==> src/rtl/sqp_pkg.sv <==
package sqp_pkg;

    typedef enum logic [1:0] {
        OP_ACC = 2'd0,
        OP_LIM = 2'd1,
        OP_VRD = 2'd2,
        OP_VWR = 2'd3
    } sq_op_e;

    localparam logic [1:0] MODE_PROT = 2'd1;

    typedef struct packed {
        logic        zf;
        logic        we;
        logic [31:0] value;
    } verdict_t;

    // system types accepted by the access-rights query
    function automatic logic acc_sys_ok(input logic [3:0] t);
        case (t)
            4'd1, 4'd2, 4'd3, 4'd4, 4'd5, 4'd9, 4'd11, 4'd12: acc_sys_ok = 1'b1;
            default: acc_sys_ok = 1'b0;
        endcase
    endfunction

    // system types accepted by the limit query
    function automatic logic lim_sys_ok(input logic [3:0] t);
        case (t)
            4'd1, 4'd2, 4'd3, 4'd9, 4'd11: lim_sys_ok = 1'b1;
            default: lim_sys_ok = 1'b0;
        endcase
    endfunction

    function automatic logic [31:0] byte_limit(input logic [19:0] raw, input logic gran);
        byte_limit = gran ? {raw, 12'hFFF} : {12'h000, raw};
    endfunction

    function automatic logic visible(input logic [1:0] dpl, input logic [1:0] cpl,
                                     input logic [1:0] rpl);
        visible = (dpl >= cpl) && (dpl >= rpl);
    endfunction

endpackage

==> src/rtl/sqp_locate.sv <==
module sqp_locate #(
    parameter int ADDR_W = 32,
    parameter int IDX_W  = 13,
    parameter int LIM_W  = 16
) (
    input  logic [IDX_W:0]    sel_upper,   // {index, table bit}
    input  logic [ADDR_W-1:0] gdt_base,
    input  logic [LIM_W-1:0]  gdt_limit,
    input  logic [ADDR_W-1:0] ldt_base,
    input  logic [LIM_W-1:0]  ldt_limit,
    output logic              is_null,
    output logic              beyond,
    output logic [ADDR_W-1:0] desc_addr
);
    localparam int OFF_W = IDX_W + 4;

    logic [IDX_W-1:0]  idx;
    logic              use_local;
    logic [OFF_W-1:0]  last_byte;
    logic [OFF_W-1:0]  lim_ext;
    logic [ADDR_W-1:0] base;

    always_comb begin
        idx       = sel_upper[IDX_W:1];
        use_local = sel_upper[0];
        is_null   = (sel_upper == '0);
        last_byte = {1'b0, idx, 3'b111};
        lim_ext   = OFF_W'(use_local ? ldt_limit : gdt_limit);
        beyond    = last_byte > lim_ext;
        base      = use_local ? ldt_base : gdt_base;
        desc_addr = base + ADDR_W'({idx, 3'b000});
    end
endmodule

==> src/rtl/sqp_judge.sv <==
module sqp_judge
    import sqp_pkg::*;
(
    input  sq_op_e      op,
    input  logic        op32,
    input  logic [1:0]  cpl,
    input  logic [1:0]  rpl,
    input  logic [15:0] lo_half,
    input  logic [31:0] hi,
    output verdict_t    verdict
);
    logic [3:0]  typ;
    logic        seg, is_code, conf, rw, pok, ok;
    logic [31:0] lim;

    always_comb begin
        typ     = hi[11:8];
        seg     = hi[12];
        is_code = typ[3];
        conf    = typ[2];
        rw      = typ[1];
        pok     = visible(hi[14:13], cpl, rpl);
        lim     = byte_limit({hi[19:16], lo_half}, hi[23]);
        ok      = 1'b0;
        verdict = '0;
        case (op)
            OP_ACC: begin
                ok = seg ? ((is_code && conf) || pok) : (acc_sys_ok(typ) && pok);
                verdict.value = op32 ? (hi & 32'h00FF_FF00) : {16'h0, hi[15:8], 8'h00};
            end
            OP_LIM: begin
                ok = seg ? ((is_code && conf) || pok) : (lim_sys_ok(typ) && pok);
                verdict.value = op32 ? lim : {16'h0, lim[15:0]};
            end
            OP_VRD: begin
                if (!seg)                 ok = 1'b0;
                else if (!is_code)        ok = pok;
                else if (!rw)             ok = 1'b0;
                else if (conf)            ok = 1'b1;
                else                      ok = pok;
            end
            default: begin
                ok = seg && !is_code && rw && pok;
            end
        endcase
        verdict.zf = ok;
        verdict.we = ok && (op == OP_ACC || op == OP_LIM);
        if (!verdict.we) verdict.value = '0;
    end
endmodule

==> src/rtl/seg_query_unit.sv <==
module seg_query_unit
    import sqp_pkg::*;
#(
    parameter int ADDR_W = 32
) (
    input  logic              clk,
    input  logic              rst,
    input  logic              req_valid,
    input  logic [1:0]        req_op,
    input  logic [15:0]       req_sel,
    input  logic [1:0]        req_cpl,
    input  logic [1:0]        req_mode,
    input  logic              req_op32,
    input  logic [ADDR_W-1:0] gdt_base,
    input  logic [15:0]       gdt_limit,
    input  logic [ADDR_W-1:0] ldt_base,
    input  logic [15:0]       ldt_limit,
    output logic              mem_rd_en,
    output logic [ADDR_W-1:0] mem_rd_addr,
    input  logic [31:0]       mem_rd_data,
    input  logic              mem_rd_valid,
    output logic              done,
    output logic              zf,
    output logic              result_we,
    output logic [31:0]       result,
    output logic              undef_op
);
    localparam int SEL_W = 16;
    localparam int IDX_W = SEL_W - 3;

    typedef enum logic [2:0] {
        S_IDLE, S_ASK_LO, S_GET_LO, S_ASK_HI, S_GET_HI, S_JUDGE
    } st_e;

    st_e               state;
    sq_op_e            op_q;
    logic              op32_q;
    logic [1:0]        cpl_q, rpl_q;
    logic [ADDR_W-1:0] addr_q;
    logic [31:0]       lo_q, hi_q;

    logic              is_null, beyond;
    logic [ADDR_W-1:0] desc_addr;
    verdict_t          verdict;

    sqp_locate #(.ADDR_W(ADDR_W), .IDX_W(IDX_W), .LIM_W(16)) u_locate (
        .sel_upper (req_sel[SEL_W-1:2]),
        .gdt_base  (gdt_base),
        .gdt_limit (gdt_limit),
        .ldt_base  (ldt_base),
        .ldt_limit (ldt_limit),
        .is_null   (is_null),
        .beyond    (beyond),
        .desc_addr (desc_addr)
    );

    sqp_judge u_judge (
        .op      (op_q),
        .op32    (op32_q),
        .cpl     (cpl_q),
        .rpl     (rpl_q),
        .lo_half (lo_q[15:0]),
        .hi      (hi_q),
        .verdict (verdict)
    );

    always_comb begin
        mem_rd_en   = (state == S_ASK_LO) || (state == S_ASK_HI);
        mem_rd_addr = (state == S_ASK_HI) ? addr_q + ADDR_W'(4) : addr_q;
    end

    always_ff @(posedge clk) begin
        if (rst) begin
            state     <= S_IDLE;
            op_q      <= OP_ACC;
            op32_q    <= 1'b0;
            cpl_q     <= '0;
            rpl_q     <= '0;
            addr_q    <= '0;
            lo_q      <= '0;
            hi_q      <= '0;
            done      <= 1'b0;
            zf        <= 1'b0;
            result_we <= 1'b0;
            result    <= '0;
            undef_op  <= 1'b0;
        end else begin
            done      <= 1'b0;
            result_we <= 1'b0;
            undef_op  <= 1'b0;
            case (state)
                S_IDLE: if (req_valid) begin
                    op_q   <= sq_op_e'(req_op);
                    op32_q <= req_op32;
                    cpl_q  <= req_cpl;
                    rpl_q  <= req_sel[1:0];
                    addr_q <= desc_addr;
                    if (req_mode != MODE_PROT) begin
                        done     <= 1'b1;
                        undef_op <= 1'b1;
                        zf       <= 1'b0;
                        result   <= '0;
                    end else if (is_null || beyond) begin
                        done   <= 1'b1;
                        zf     <= 1'b0;
                        result <= '0;
                    end else begin
                        state <= S_ASK_LO;
                    end
                end
                S_ASK_LO: state <= S_GET_LO;
                S_GET_LO: if (mem_rd_valid) begin
                    lo_q  <= mem_rd_data;
                    state <= S_ASK_HI;
                end
                S_ASK_HI: state <= S_GET_HI;
                S_GET_HI: if (mem_rd_valid) begin
                    hi_q  <= mem_rd_data;
                    state <= S_JUDGE;
                end
                default: begin
                    done      <= 1'b1;
                    zf        <= verdict.zf;
                    result_we <= verdict.we;
                    result    <= verdict.value;
                    state     <= S_IDLE;
                end
            endcase
        end
    end

    p_undef_mode_r1: assert property (@(posedge clk) disable iff (rst)
        (state == S_IDLE && req_valid && req_mode != MODE_PROT)
        |=> (done && undef_op && !zf && !result_we));

    p_null_fast_r2: assert property (@(posedge clk) disable iff (rst)
        (state == S_IDLE && req_valid && req_mode == MODE_PROT && req_sel[15:2] == '0)
        |=> (done && !zf && !result_we && !mem_rd_en));

    p_short_limit_r9: assert property (@(posedge clk) disable iff (rst)
        (done && result_we && !op32_q) |-> (result[31:16] == 16'h0));

    p_verify_nowrite_r12: assert property (@(posedge clk) disable iff (rst)
        (done && (op_q == OP_VRD || op_q == OP_VWR)) |-> !result_we);

    p_we_with_zf_r12: assert property (@(posedge clk) disable iff (rst)
        result_we |-> (zf && done));

    p_hi_after_lo_r3: assert property (@(posedge clk) disable iff (rst)
        (state == S_ASK_HI) |-> (mem_rd_addr - addr_q == ADDR_W'(4)));

endmodule

==> config.mk <==
export PLATFORM = sky130hd
export DESIGN_NAME = seg_query_unit
export DESIGN_NICKNAME = d
export VERILOG_FILES = /design/src/rtl/sqp_pkg.sv /design/src/rtl/sqp_locate.sv /design/src/rtl/sqp_judge.sv /design/src/rtl/seg_query_unit.sv
export SDC_FILE = /design/constraint.sdc
export NUM_CORES = 1
export LEC_CHECK = 0
export BUFFER_PORTS_ARGS = -buffer_cell sky130_fd_sc_hd__buf_4
export CAP_MARGIN = 20
export CORE_ASPECT_RATIO = 0.7
export CORE_MARGIN = 3
export CORE_UTILIZATION = 53
export CTS_CLUSTER_DIAMETER = 40
export DETAILED_ROUTE_END_ITERATION = 6
export HOLD_SLACK_MARGIN = 0.12
export PLACE_DENSITY = 0.87
export SLEW_MARGIN = 20
export SYNTH_ARGS = -nofsm -noshare
export SYNTH_HDL_FRONTEND = slang
export SYNTH_HIERARCHICAL = 1
export SYNTH_SLANG_ARGS = --single-unit
==> constraint.sdc <==
create_clock -name clk -period 4.4 [get_ports clk]
set_input_delay 0.44 -clock clk [delete_from_list [all_inputs] [get_ports clk]]
set_output_delay 0.44 -clock clk [all_outputs]
set_load 0.005 [all_outputs]
# Word level (Yosys, flattened, before mapping)
# Memories as Yosys holds them, arrays and structs flattened. A register that Yosys moved wholly into a read port is not among the register bits.
# Index checks and enable logic that the tools add are counted.
[word_totals]
regBits = 118
mem_bits_ro = 16
in_bits = 155
out_inout_bits = 69
elab_cells = 104
n_memories = 1
[mem_list]
columns = ["name", "depth", "word_bits", "rd", "rd_clocked_by_memory_dff", "write_ports", "line_no", "rtl"]
rows = [
  ["(name not given)", 16, 1, 1, 1, 0, "sqp_pkg.sv:20", "case (t)"],
]
[classes]
addsub = 2
order_cmp = 3
eq_ne = 18
muxes = 39
n_bitwise = 3
reduce_logical = 25
[op_table]
columns = ["cell", "n"]
rows = [
  ["two-way mux 32 bit", 8],
  ["case mux 32 bit (2 select lines)", 2],
  ["adder 32 x 16 -> 32 bit", 1],
  ["adder 32 x 3 -> 32 bit (second input constant)", 1],
  ["two-way mux 24 bit", 1],
  ["greater-than comparator 16 x 17 -> 1 bit", 1],
  ["two-way mux 1 bit", 16],
  ["two-way mux 16 bit", 1],
  ["two-way mux 3 bit", 5],
  ["case mux 3 bit (5 select lines)", 1],
  ["zero test 14 bit", 1],
  ["!= test 2 bit (second input constant)", 5],
  ["== test 4 x 2 -> 1 bit (second input constant)", 2],
  ["== test 4 bit (second input constant)", 2],
  ["logical AND 1 bit", 8],
  ["two-way mux 4 bit", 2],
  ["== test 3 x 2 -> 1 bit (second input constant)", 2],
  ["AND reduction 2 bit", 3],
  ["OR reduction 6 bit", 1],
  ["AND reduction 5 bit", 1],
  ["OR reduction 5 bit", 1],
  ["== test 4 x 1 -> 1 bit (second input constant)", 1],
  ["greater-or-equal comparator 2 bit", 2],
  ["logical OR 1 bit", 4],
  ["other kinds (15)", 18],
]

# Depth between registers and ports, before layout
# Gate-level depths: netlist of the first run.
[logic_depth]
depth_word = 10
ltp_mapped = 19
ltp_nobuf = 12

# Modules after synthesis
# The synthesis of the first run kept the hierarchy.
[modules_own_cells]
columns = ["module", "n_inst", "cells_per_inst", "area_per_inst_um2", "seq_area_each_um2"]
rows = [
  ["seg_query_unit", 1, 577, 4947.2, 2522.4],
  ["sqp_locate", 1, 230, 1881.8, 0.0],
  ["sqp_judge", 1, 119, 744.5, 0.0],
]

# Least setup slack after synthesis of the first run
# Ideal clock, no wire load.
[synth_path]
path_kind = "input to register"
start = "in req_sel[2]"
end = "reg result[0]"
setup_time_ns = 0.057
t_arrival_ns = 3.924
t_required_ns = 4.343
setup_slack_ns = 0.419
stages = 19
n_path_buf = 7
path_cell_list = "buf_6 buf_4 buf_4 buf_2 buf_2 buf_2 mux2i_1 ha_1 a21oi_1 nor2_1 a211oi_1 o21ai_0 a211oi_1 a41oi_1 or4b_4 a21oi_2 nor2b_4 buf_6 a22o_2"
[synth_between]
elab_chain_len = 5
elab_cells_between_ends = 6
classes_between = "order compare: 1; eq/ne: 1; mux: 1; reduce/logical: 3"
[synth_rtl]
columns = ["item", "line_no", "rtl"]
rows = [
  ["start: declaration", "seg_query_unit.sv:10", "input logic [15:0] req_sel,"],
  ["two-way mux 16 bit", "sqp_locate.sv:28", "lim_ext = OFF_W'(use_local ? ldt_limit : gdt_limit);"],
  ["greater-than comparator 16 x 17 -> 1 bit", "sqp_locate.sv:29", "beyond = last_byte > lim_ext;"],
  ["via beyond", "seg_query_unit.sv:42", "logic is_null, beyond;"],
  ["logical OR 1 bit", "seg_query_unit.sv:103", "end else if (is_null || beyond) begin"],
  ["!= test 3 bit (no source line)", "-", ""],
  ["AND reduction 3 bit (no source line)", "-", ""],
  ["end signal: assignment", "seg_query_unit.sv:125", "result <= verdict.value;"],
  ["end: declaration", "seg_query_unit.sv:25", "output logic [31:0] result,"],
]
# The timed path passes the listed nets, and every way through them passes these cells.
# A chain may end at the register's enable or synchronous reset.

# Worst setup path in the final report of the first run
[layout_path]
start = "in req_sel[2]"
end = "reg result[3]"
# The elaborated chain is that of the path after synthesis.

==> results of run 1 <==
[final timing paths]
path                            startpoint          to  slack [ns]  cells past startpoint
worst min register to register      op32_q      op32_q        0.45                      2
worst max register to register    hi_q[13]  result[15]        2.08                      8
worst max-delay path            req_sel[2]   result[3]        0.92                     14
worst min-delay path            req_cpl[0]    cpl_q[0]        0.34                      3
[metrics by stage]
step	setup WS, ns	area, µm²	hold slack (ns)	cells	util
after global routing	0.645	8880	0.337	1199	0.698
after detailed placement	0.639	8610	0.443	1185	0.677
after global placement	0.716	8610	0.441	1185	0.677
after CTS	0.993	8870	0.331	1199	0.698
final	0.922	8880	0.339	1199	0.698
after floorplan	0.419	7050	0.432	862	-
[routing by layer]
layer | GRT usage | wire [µm] | share of wire | vias to the layer above
li1 | - | - | - | 3422
met1 | 0.384 | 9330 | 0.46 | 3184
met2 | 0.408 | 8740 | 0.43 | 279
met3 | 0.0760 | 1910 | 0.094 | 25
met4 | 0.0615 | 290 | 0.014 | 0
met5 | 0 | 0 | 0 | -
[power by group through the flow]
stage	sequential, mW	combinational (mW)	clock (mW)
global placement	1.11	0.538	0
detailed placement	1.11	0.553	0
global route	1.09	0.615	0.788
CTS	1.08	0.557	0.760
finish	1.09	0.561	0.746
floorplan	1.09	0.342	0
[registers in the layout (all words and copies together) (netlist names)]
register / cells
addr_q: 32
result: 32
hi_q: 16
lo_q: 16
state: 3
cpl_q: 2
op_q: 2
rpl_q: 2
done: 1
op32_q: 1
result_we: 1
undef_op: 1
zf: 1
[tightest hold or removal path: cells and delay by family]
| kind | cells | cell delay [ns] |
|---|---|---|
| buffers and inverters | 1 | 0.11 |
| AO/OA/AOI/OAI | 1 | 0.05 |
| AND/OR/NAND/NOR | 1 | 0.05 |
[area by class of cell]
| type | instances | area (µm²) |
|---|---|---|
| clock buffers | 11 | 243 |
| fillers | 1041 | 3840 |
| repair buffers | 223 | 1670 |
| flip-flops and latches | 110 | 2200 |
| multi-input cells | 680 | 4500 |
| well taps | 162 | 203 |
| clock inverters | 3 | 22.5 |
| inverters | 10 | 37.5 |
==> reports/metrics.yaml, run 1 <==
outcome:
  status: "finished, final reports clean"
route:
  detailroute.via_count: 6910
  drc_errors: 0
  avgRoutedWirePerCell_um: 16.9
  via_per_inst: 5.76
  drt_pass_1_iters: 5
  wl_um: 20300
  drtAntennaViolNets: 0
  initialDrtViolationCount: 523
clock_network:
  cts_max_path_buffers: 2
  cts.repair_timing.setup_buffer_count: 0
  post_cts_resize_count: 0
  clk_pin_slew_ns: 0.07
  htreeDepth: 3
  tritoncts_buffers: 9
  cts_root_buffer: "sky130_fd_sc_hd__clkbuf_16"
  clk-insertion-delay-late_ns: 0.35
  cts_tree: "yes"
  hold_buffers: 0
  clock-sinks: 110
sta:
  slew_headroom: 0.334
  tns_ns: 0
  hold_viol: 0
  worstMarginPinSlew_ns: 0.998
  grt_setup_unrepaired: "false"
  timing.final.max_slew_violations: 0
  finalClockSkew_ns: 0.00833
  max_freq_mhz: 288
  period_share: 0.790
  post-route-min-period_ns: 3.48
  setup_viol: 0
placed_design:
  estimated_wirelength_of_the_detail_placed_design_um: 15800
  port_buffers: 215
  final_weighted_congestion_in_routability_driven_placement: 0.912
pwr:
  seq_power_share: 0.454
  share_clk_of_total_power: 0.312
  cell_internal_pwr_mw: 1.71
  power_mw: 2.39
  total_switching_power_uw: 682
  power_leakage_nw: 3.69
  swShare: 0.285
  relative_contribution_of_combinational_cells_to_total_power: 0.234
  highest_ir_drop_seen_on_vdd_uv: 196
  power.density_nw_per_um2: 269
setup_path:
  cp_cell_sequence: "buf_4, mux2i_1, ha_1, a21oi_1, nor2_1, a211oi_1, o21ai_0, a211oi_1, a41oi_1, or4b_4, a21oi_2, nor2b_4, buf_4, a22o_2"
  cpLargestDelayFamily: "compound AO/OA/AOI/OAI gates"
  critPathArrivalTime_ns: 3.77
  timing.critical_path.required_ns: 4.69
  crit_path_start_kind: "primary input"
  critPathKind: "primary input to register"
  critical_path_buf_inv_count: 2
  worst_path_largest_cell_delay_ns: 0.59
  cp-end-kind: "register"
  maximum_fanout_count_along_the_critical_path: 32
  slowest_stage: "sky130_fd_sc_hd__or4b_4"
die:
  io-pin-count: 224
  start_util: 0.554
  die_width_um: 144
  fp-row-count: 34
  overall_die_area_um2: 14700
  core_um2: 12700
  dieHeight_um: 103
synthesis:
  avgSynthCellArea_um2: 8.18
  synthesis.nets: 1049
  ys.warnings.count: 6
  syn_inst: 862
  synth.cell_area_um2: 7050
global_route:
  vias_in_the_first_global_route: 6544
  grt_resource_usage_total: 0.269
  grt_max_degree: 81
  antenna_violations_before_repair: 0
  first_pass_grt_wire_length_um: 32000
  grt_overflow: 0
layout:
  layout.cells.most_common: "sky130_fd_sc_hd__buf_4"
  nNetsFinal: 1221
  post_route_cells_drive_above_1_share: 0.297
  area_growth_syn_to_layout_pct: 25.9
  antennaDiodeCount: 0
  final_cell_mix: "sky130_fd_sc_hd__buf_4, sky130_fd_sc_hd__nand2_1, sky130_fd_sc_hd__dfxtp_1, sky130_fd_sc_hd__a21oi_1, sky130_fd_sc_hd__xnor2_1"
worst_hold_path:
  class_of_the_worst_hold_path: "primary input to register"
run:
  number_of_max_capacitance_violations_reported: 0
No activity file was read; power rests on OpenSTA's default activity.
==> inputs of run 2 (changes only) <==
==> constraint.sdc (replaced) <==
create_clock -name clk -period 3.4 [get_ports clk]
set_input_delay 0.34 -clock clk [delete_from_list [all_inputs] [get_ports clk]]
set_output_delay 0.34 -clock clk [all_outputs]
set_load 0.005 [all_outputs]
==> run 2 against run 1 <==
  * Clock power is 38% higher
  * Sequential power increased by 28%
  * Worst setup slack got worse by 0.52 ns
  * Sequential share of layout area is 0.38 points lower
  * Hold slack lost 0.11 ns
  * Register-to-register slack got worse by 1.2 ns
  * Global-route usage hardly changed
  * Combinational power rose by 34%
  * Non-clock buffer count grew 11
  * First-iteration DRC count rose by 29%
  * Clock skew shrank 0.0024 ns
  * Clock-buffer cell count fell by 2
  * Critical endpoint is now addr_q[28]
  * Largest cell class unchanged
==> reports/metrics.yaml, run 2 (synthesized netlist as in run 1, its figures left out) <==
global_route:
  antenna_violations_before_repair: 0
  grt_resource_usage_total: 0.269
  grt_max_degree: 48
  vias_in_the_first_global_route: 6699
  grt_overflow: 0
  globalRouteMet3Util: 0.0756
  grt.busiest_layer: "met2"
  globalRouteMet1Util: 0.371
  grt_met2_usage: 0.422
  first_pass_grt_wire_length_um: 32100
sta:
  finalClockSkew_ns: 0.00593
  hold_viol: 0
  grt_setup_unrepaired: "false"
  post-route-min-period_ns: 3.00
  setup_viol: 0
  slew_headroom: 0.453
  worstMarginPinSlew_ns: 0.820
  max_freq_mhz: 333
  timing.final.max_slew_violations: 0
  tns_ns: 0
  period_share: 0.883
setup_path:
  maximum_fanout_count_along_the_critical_path: 15
  cp-end-kind: "register"
  crit_path_start_kind: "primary input"
  critPathKind: "primary input to register"
  critPathArrivalTime_ns: 3.28
  timing.critical_path.required_ns: 3.68
layout:
  final_cell_mix: "sky130_fd_sc_hd__buf_4, sky130_fd_sc_hd__nand2_1, sky130_fd_sc_hd__dfxtp_1, sky130_fd_sc_hd__a21oi_1, sky130_fd_sc_hd__xnor2_1"
  nNetsFinal: 1232
  post_route_cells_drive_above_1_share: 0.310
  layout.cells.most_common: "sky130_fd_sc_hd__buf_4"
  ff_latch_area_um2: 2200
  biggestRegsByFlops: "addr_q (32), result (32)"
  fillCellCount: 1023
  final_cell_count_no_fill: 1212
  multi_input_comb_area_um2: 4520
  antennaDiodeCount: 0
  area_growth_syn_to_layout_pct: 27.9
route:
  avgRoutedWirePerCell_um: 16.9
  drc_errors: 0
  wl_um: 20500
  via_per_inst: 5.78
  drtAntennaViolNets: 0
  drt_pass_1_iters: 6
  detailroute.via_count: 7009
  initialDrtViolationCount: 675
clock_network:
  cts_tree: "yes"
  cts.repair_timing.setup_buffer_count: 0
  clk_pin_slew_ns: 0.08
  cts_max_path_buffers: 2
  htreeDepth: 3
  clk-insertion-delay-late_ns: 0.35
  hold_buffers: 0
  tritoncts_buffers: 9
  post_cts_resize_count: 0
  cts_root_buffer: "sky130_fd_sc_hd__clkbuf_16"
  clock-sinks: 110
run:
  number_of_max_capacitance_violations_reported: 0
pwr:
  power.density_nw_per_um2: 353
  power_leakage_nw: 3.78
  highest_ir_drop_seen_on_vdd_uv: 231
placed_design:
  final_weighted_congestion_in_routability_driven_placement: 0.892
  place.detailed.instances: 1196
  estimated_wirelength_of_the_detail_placed_design_um: 15700
  port_buffers: 215
die:
  die_width_um: 144
  dieHeight_um: 103
  io-pin-count: 224
  start_util: 0.554
  core_um2: 12700
  overall_die_area_um2: 14700
  fp-row-count: 34
worst_hold_path:
  class_of_the_worst_hold_path: "primary input to register"
outcome:
  status: "finished, final reports clean"
run 2: changes by cell type in the layout (fill, tap and decap cells not counted), sizes merged:
cell and change:
buf +11, clkbuf -2, clkinv +2, clkinvlp -1, inv +3
run 2: report_power, final:
| part | internal (mW) | switching (mW) |
|---|---|---|
| Clock | 0.516 | 0.516 |
| Sequential | 1.34 | 0.0612 |
| Combinational | 0.380 | 0.374 |
run 2: per-layer routing:
| metal | part of all wire | wire, µm |
|---|---|---|
| met1 | 0.43 | 8800 |
| met2 | 0.45 | 9300 |
| met5 | 0 | 0 |
| met3 | 0.097 | 2000 |
| met4 | 0.020 | 416 |
run 2: worst max-delay path: stages:
cell	delay (ns)
sky130_fd_sc_hd__buf_4	0.21
sky130_fd_sc_hd__buf_4	0.20
sky130_fd_sc_hd__mux2_2	0.36
sky130_fd_sc_hd__ha_1	0.29
sky130_fd_sc_hd__a211o_1	0.33
sky130_fd_sc_hd__a211oi_1	0.39
sky130_fd_sc_hd__o21ai_1	0.23
sky130_fd_sc_hd__a31oi_2	0.23
sky130_fd_sc_hd__buf_4	0.20
sky130_fd_sc_hd__nor3_1	0.08
sky130_fd_sc_hd__xnor2_1	0.20
sky130_fd_sc_hd__nand2_1	0.07
sky130_fd_sc_hd__a21oi_1	0.14
run 2: final timing paths:
path	slack [ns]	start	to	depth (start not counted)
setup / recovery	0.40	req_sel[2]	addr_q[28]	13
hold reg to reg	0.46	op32_q	op32_q	2
hold / removal	0.23	req_sel[1]	rpl_q[1]	3
setup reg to reg	0.90	hi_q[13]	result[15]	8
run 2: area by class of cell:
cell class / count / area share
tap: 162 / 0.0225
multi-input combinational: 680 / 0.501
inverter: 10 / 0.00416
clock buffer: 9 / 0.0250
sequential: 110 / 0.244
timing repair buffer: 234 / 0.196
clock inverter: 7 / 0.00735
run 2: stage by stage:
stage	setup slack [ns]	utilization	area, µm²	total power [mW]	hold slack, ns
4_1_cts	0.453	0.709	9020	3.19	0.224
5_1_grt	0.241	0.709	9020	3.32	0.232
3_5_place_dp	0.0865	0.686	8730	2.17	0.447
6_report	0.397	0.709	9020	3.18	0.230
2_1_floorplan	0.000322	-	7110	1.86	0.432
3_3_place_gp	0.157	0.686	8730	2.15	0.439
==> inputs of run 3 (changes only) <==
==> constraint.sdc (replaced) <==
create_clock -name clk -period 3.26 [get_ports clk]
set_input_delay 0.326 -clock clk [delete_from_list [all_inputs] [get_ports clk]]
set_output_delay 0.326 -clock clk [all_outputs]
set_load 0.005 [all_outputs]
==> run 3 against run 2 <==
  * Clock-buffer cell count rose by 2
  * Hold slack got worse by 0.0061 ns
  * Routed wire length fell by 0.89%
  * Clock skew grew 0.0030 ns
==> reports/metrics.yaml, run 3 (synthesized netlist as in run 1, its figures left out) <==
global_route:
  grt_max_degree: 48
  vias_in_the_first_global_route: 6584
  antenna_violations_before_repair: 0
  grt_resource_usage_total: 0.271
  first_pass_grt_wire_length_um: 32100
  grt_overflow: 0
placed_design:
  place.detailed.instances: 1201
  port_buffers: 215
  estimated_wirelength_of_the_detail_placed_design_um: 15700
  final_weighted_congestion_in_routability_driven_placement: 0.895
clock_network:
  cts.repair_timing.setup_buffer_count: 0
  htreeDepth: 3
  clk-insertion-delay-late_ns: 0.35
  clock-sinks: 110
  cts_tree: "yes"
  cts_max_path_buffers: 2
  post_cts_resize_count: 0
  tritoncts_buffers: 9
  cts_root_buffer: "sky130_fd_sc_hd__clkbuf_16"
  clk_pin_slew_ns: 0.07
  hold_buffers: 0
layout:
  fillCellCount: 1019
  layout.cells.most_common: "sky130_fd_sc_hd__buf_4"
  ff_latch_area_um2: 2200
  final_cell_count_no_fill: 1217
  biggestRegsByFlops: "addr_q (32), result (32)"
  area_growth_syn_to_layout_pct: 28.5
  nNetsFinal: 1237
  multi_input_comb_area_um2: 4520
  antennaDiodeCount: 0
  final_cell_mix: "sky130_fd_sc_hd__buf_4, sky130_fd_sc_hd__nand2_1, sky130_fd_sc_hd__dfxtp_1, sky130_fd_sc_hd__a21oi_1, sky130_fd_sc_hd__xnor2_1"
  post_route_cells_drive_above_1_share: 0.312
route:
  via_per_inst: 5.81
  drt_pass_1_iters: 5
  avgRoutedWirePerCell_um: 16.7
  initialDrtViolationCount: 575
  detailroute.via_count: 7065
  wl_um: 20300
  drc_errors: 0
  drtAntennaViolNets: 0
setup_path:
  crit_path_start_kind: "primary input"
  slowest_stage: "sky130_fd_sc_hd__mux2_2"
  critical_path_buf_inv_count: 1
  critPathArrivalTime_ns: 3.22
  cpLargestDelayFamily: "compound AO/OA/AOI/OAI gates"
  critPathKind: "primary input to register"
  cp-end-kind: "register"
  worst_path_largest_cell_delay_ns: 0.38
  timing.critical_path.required_ns: 3.54
  ff2ff_path_depth: 8
  cp_cell_sequence: "buf_4, mux2_2, ha_1, fa_2, a211o_1, a211oi_2, o31ai_2, a21oi_2, and4bb_2, xnor2_1, nand2_1, a21oi_1"
  maximum_fanout_count_along_the_critical_path: 21
  stages_on_worst_setup_path: 12
run:
  number_of_max_capacitance_violations_reported: 0
pwr:
  highest_ir_drop_seen_on_vdd_uv: 231
  power_leakage_nw: 3.80
  power_mw: 3.35
  power.density_nw_per_um2: 369
worst_hold_path:
  class_of_the_worst_hold_path: "primary input to register"
  hold_path_depth: 3
sta:
  timing.final.max_slew_violations: 0
  period_share: 0.901
  finalClockSkew_ns: 0.00890
  max_freq_mhz: 341
  slew_headroom: 0.284
  worstMarginPinSlew_ns: 1.07
  grt_setup_unrepaired: "false"
  post-route-min-period_ns: 2.94
  setup_viol: 0
  hold_viol: 0
outcome:
  status: "finished, final reports clean"
die:
  dieHeight_um: 103
  die_width_um: 144
  fp-row-count: 34
  core_um2: 12700
  io-pin-count: 224
  start_util: 0.554
  overall_die_area_um2: 14700
[run 3: cell types whose count changed in the layout (fill, tap and decap cells not counted), sizes merged]
cell | before | now
clkinvlp | 2 | 1
bufinv | 0 | 1
clkbuf | 9 | 11
buf | 234 | 239
clkinv | 2 | 3
inv | 13 | 10
[run 3: final cells by class]
cell class / instances / share of cell area
clock buffer: 11 / 0.0257
sequential: 110 / 0.243
timing repair buffer: 239 / 0.199
multi-input combinational: 680 / 0.499
clock inverter: 5 / 0.00663
inverter: 10 / 0.00414
tap: 162 / 0.0224
[run 3: layer usage]
metal / part of all wire / GRT usage
met4: 0.019 / 0.0709
met3: 0.091 / 0.0695
met2: 0.44 / 0.417
met1: 0.45 / 0.383
met5: 0 / 0
[run 3: per-stage QoR]
step	setup slack [ns]	hold slack, ns	TNS [ns]	util	cell area, µm²
after floorplan	-0.125	0.432	-3.80	-	7110
final	0.324	0.224	0	0.712	9060
after global placement	0.0874	0.443	0	0.689	8770
after detailed placement	-0.0105	0.446	-0.0105	0.689	8770
after CTS	0.352	0.213	0	0.712	9060
after global routing	0.208	0.217	0	0.712	9060
[run 3: worst paths after layout]
kind	from	endpoint	slack, ns
worst max register to register	hi_q[13]	result[13]	0.78
worst min register to register	rpl_q[1]	rpl_q[1]	0.46
worst min-delay path	mem_rd_data[18]	hi_q[18]	0.22
worst max-delay path	req_sel[2]	addr_q[29]	0.32
[run 3: worst reg2reg max path, cell delays in order (launching register included)]
cell and delay, ns:
sky130_fd_sc_hd__dfxtp_1 0.36, sky130_fd_sc_hd__inv_1 0.08, sky130_fd_sc_hd__ha_1 0.27, sky130_fd_sc_hd__nand2b_1 0.10, sky130_fd_sc_hd__a21oi_1 0.07, sky130_fd_sc_hd__o21ai_0 0.42, sky130_fd_sc_hd__nand4b_2 0.36, sky130_fd_sc_hd__a211oi_1 0.54
sky130_fd_sc_hd__a22o_2 0.22
[run 3: where the power goes]
| part | switching, mW | total (mW) | internal, mW |
|---|---|---|---|
| clock | 0.486 | 1.08 | 0.598 |
| combinational | 0.393 | 0.801 | 0.407 |
| sequential | 0.0652 | 1.46 | 1.40 |
| total | 0.945 | 3.35 | 2.40 |
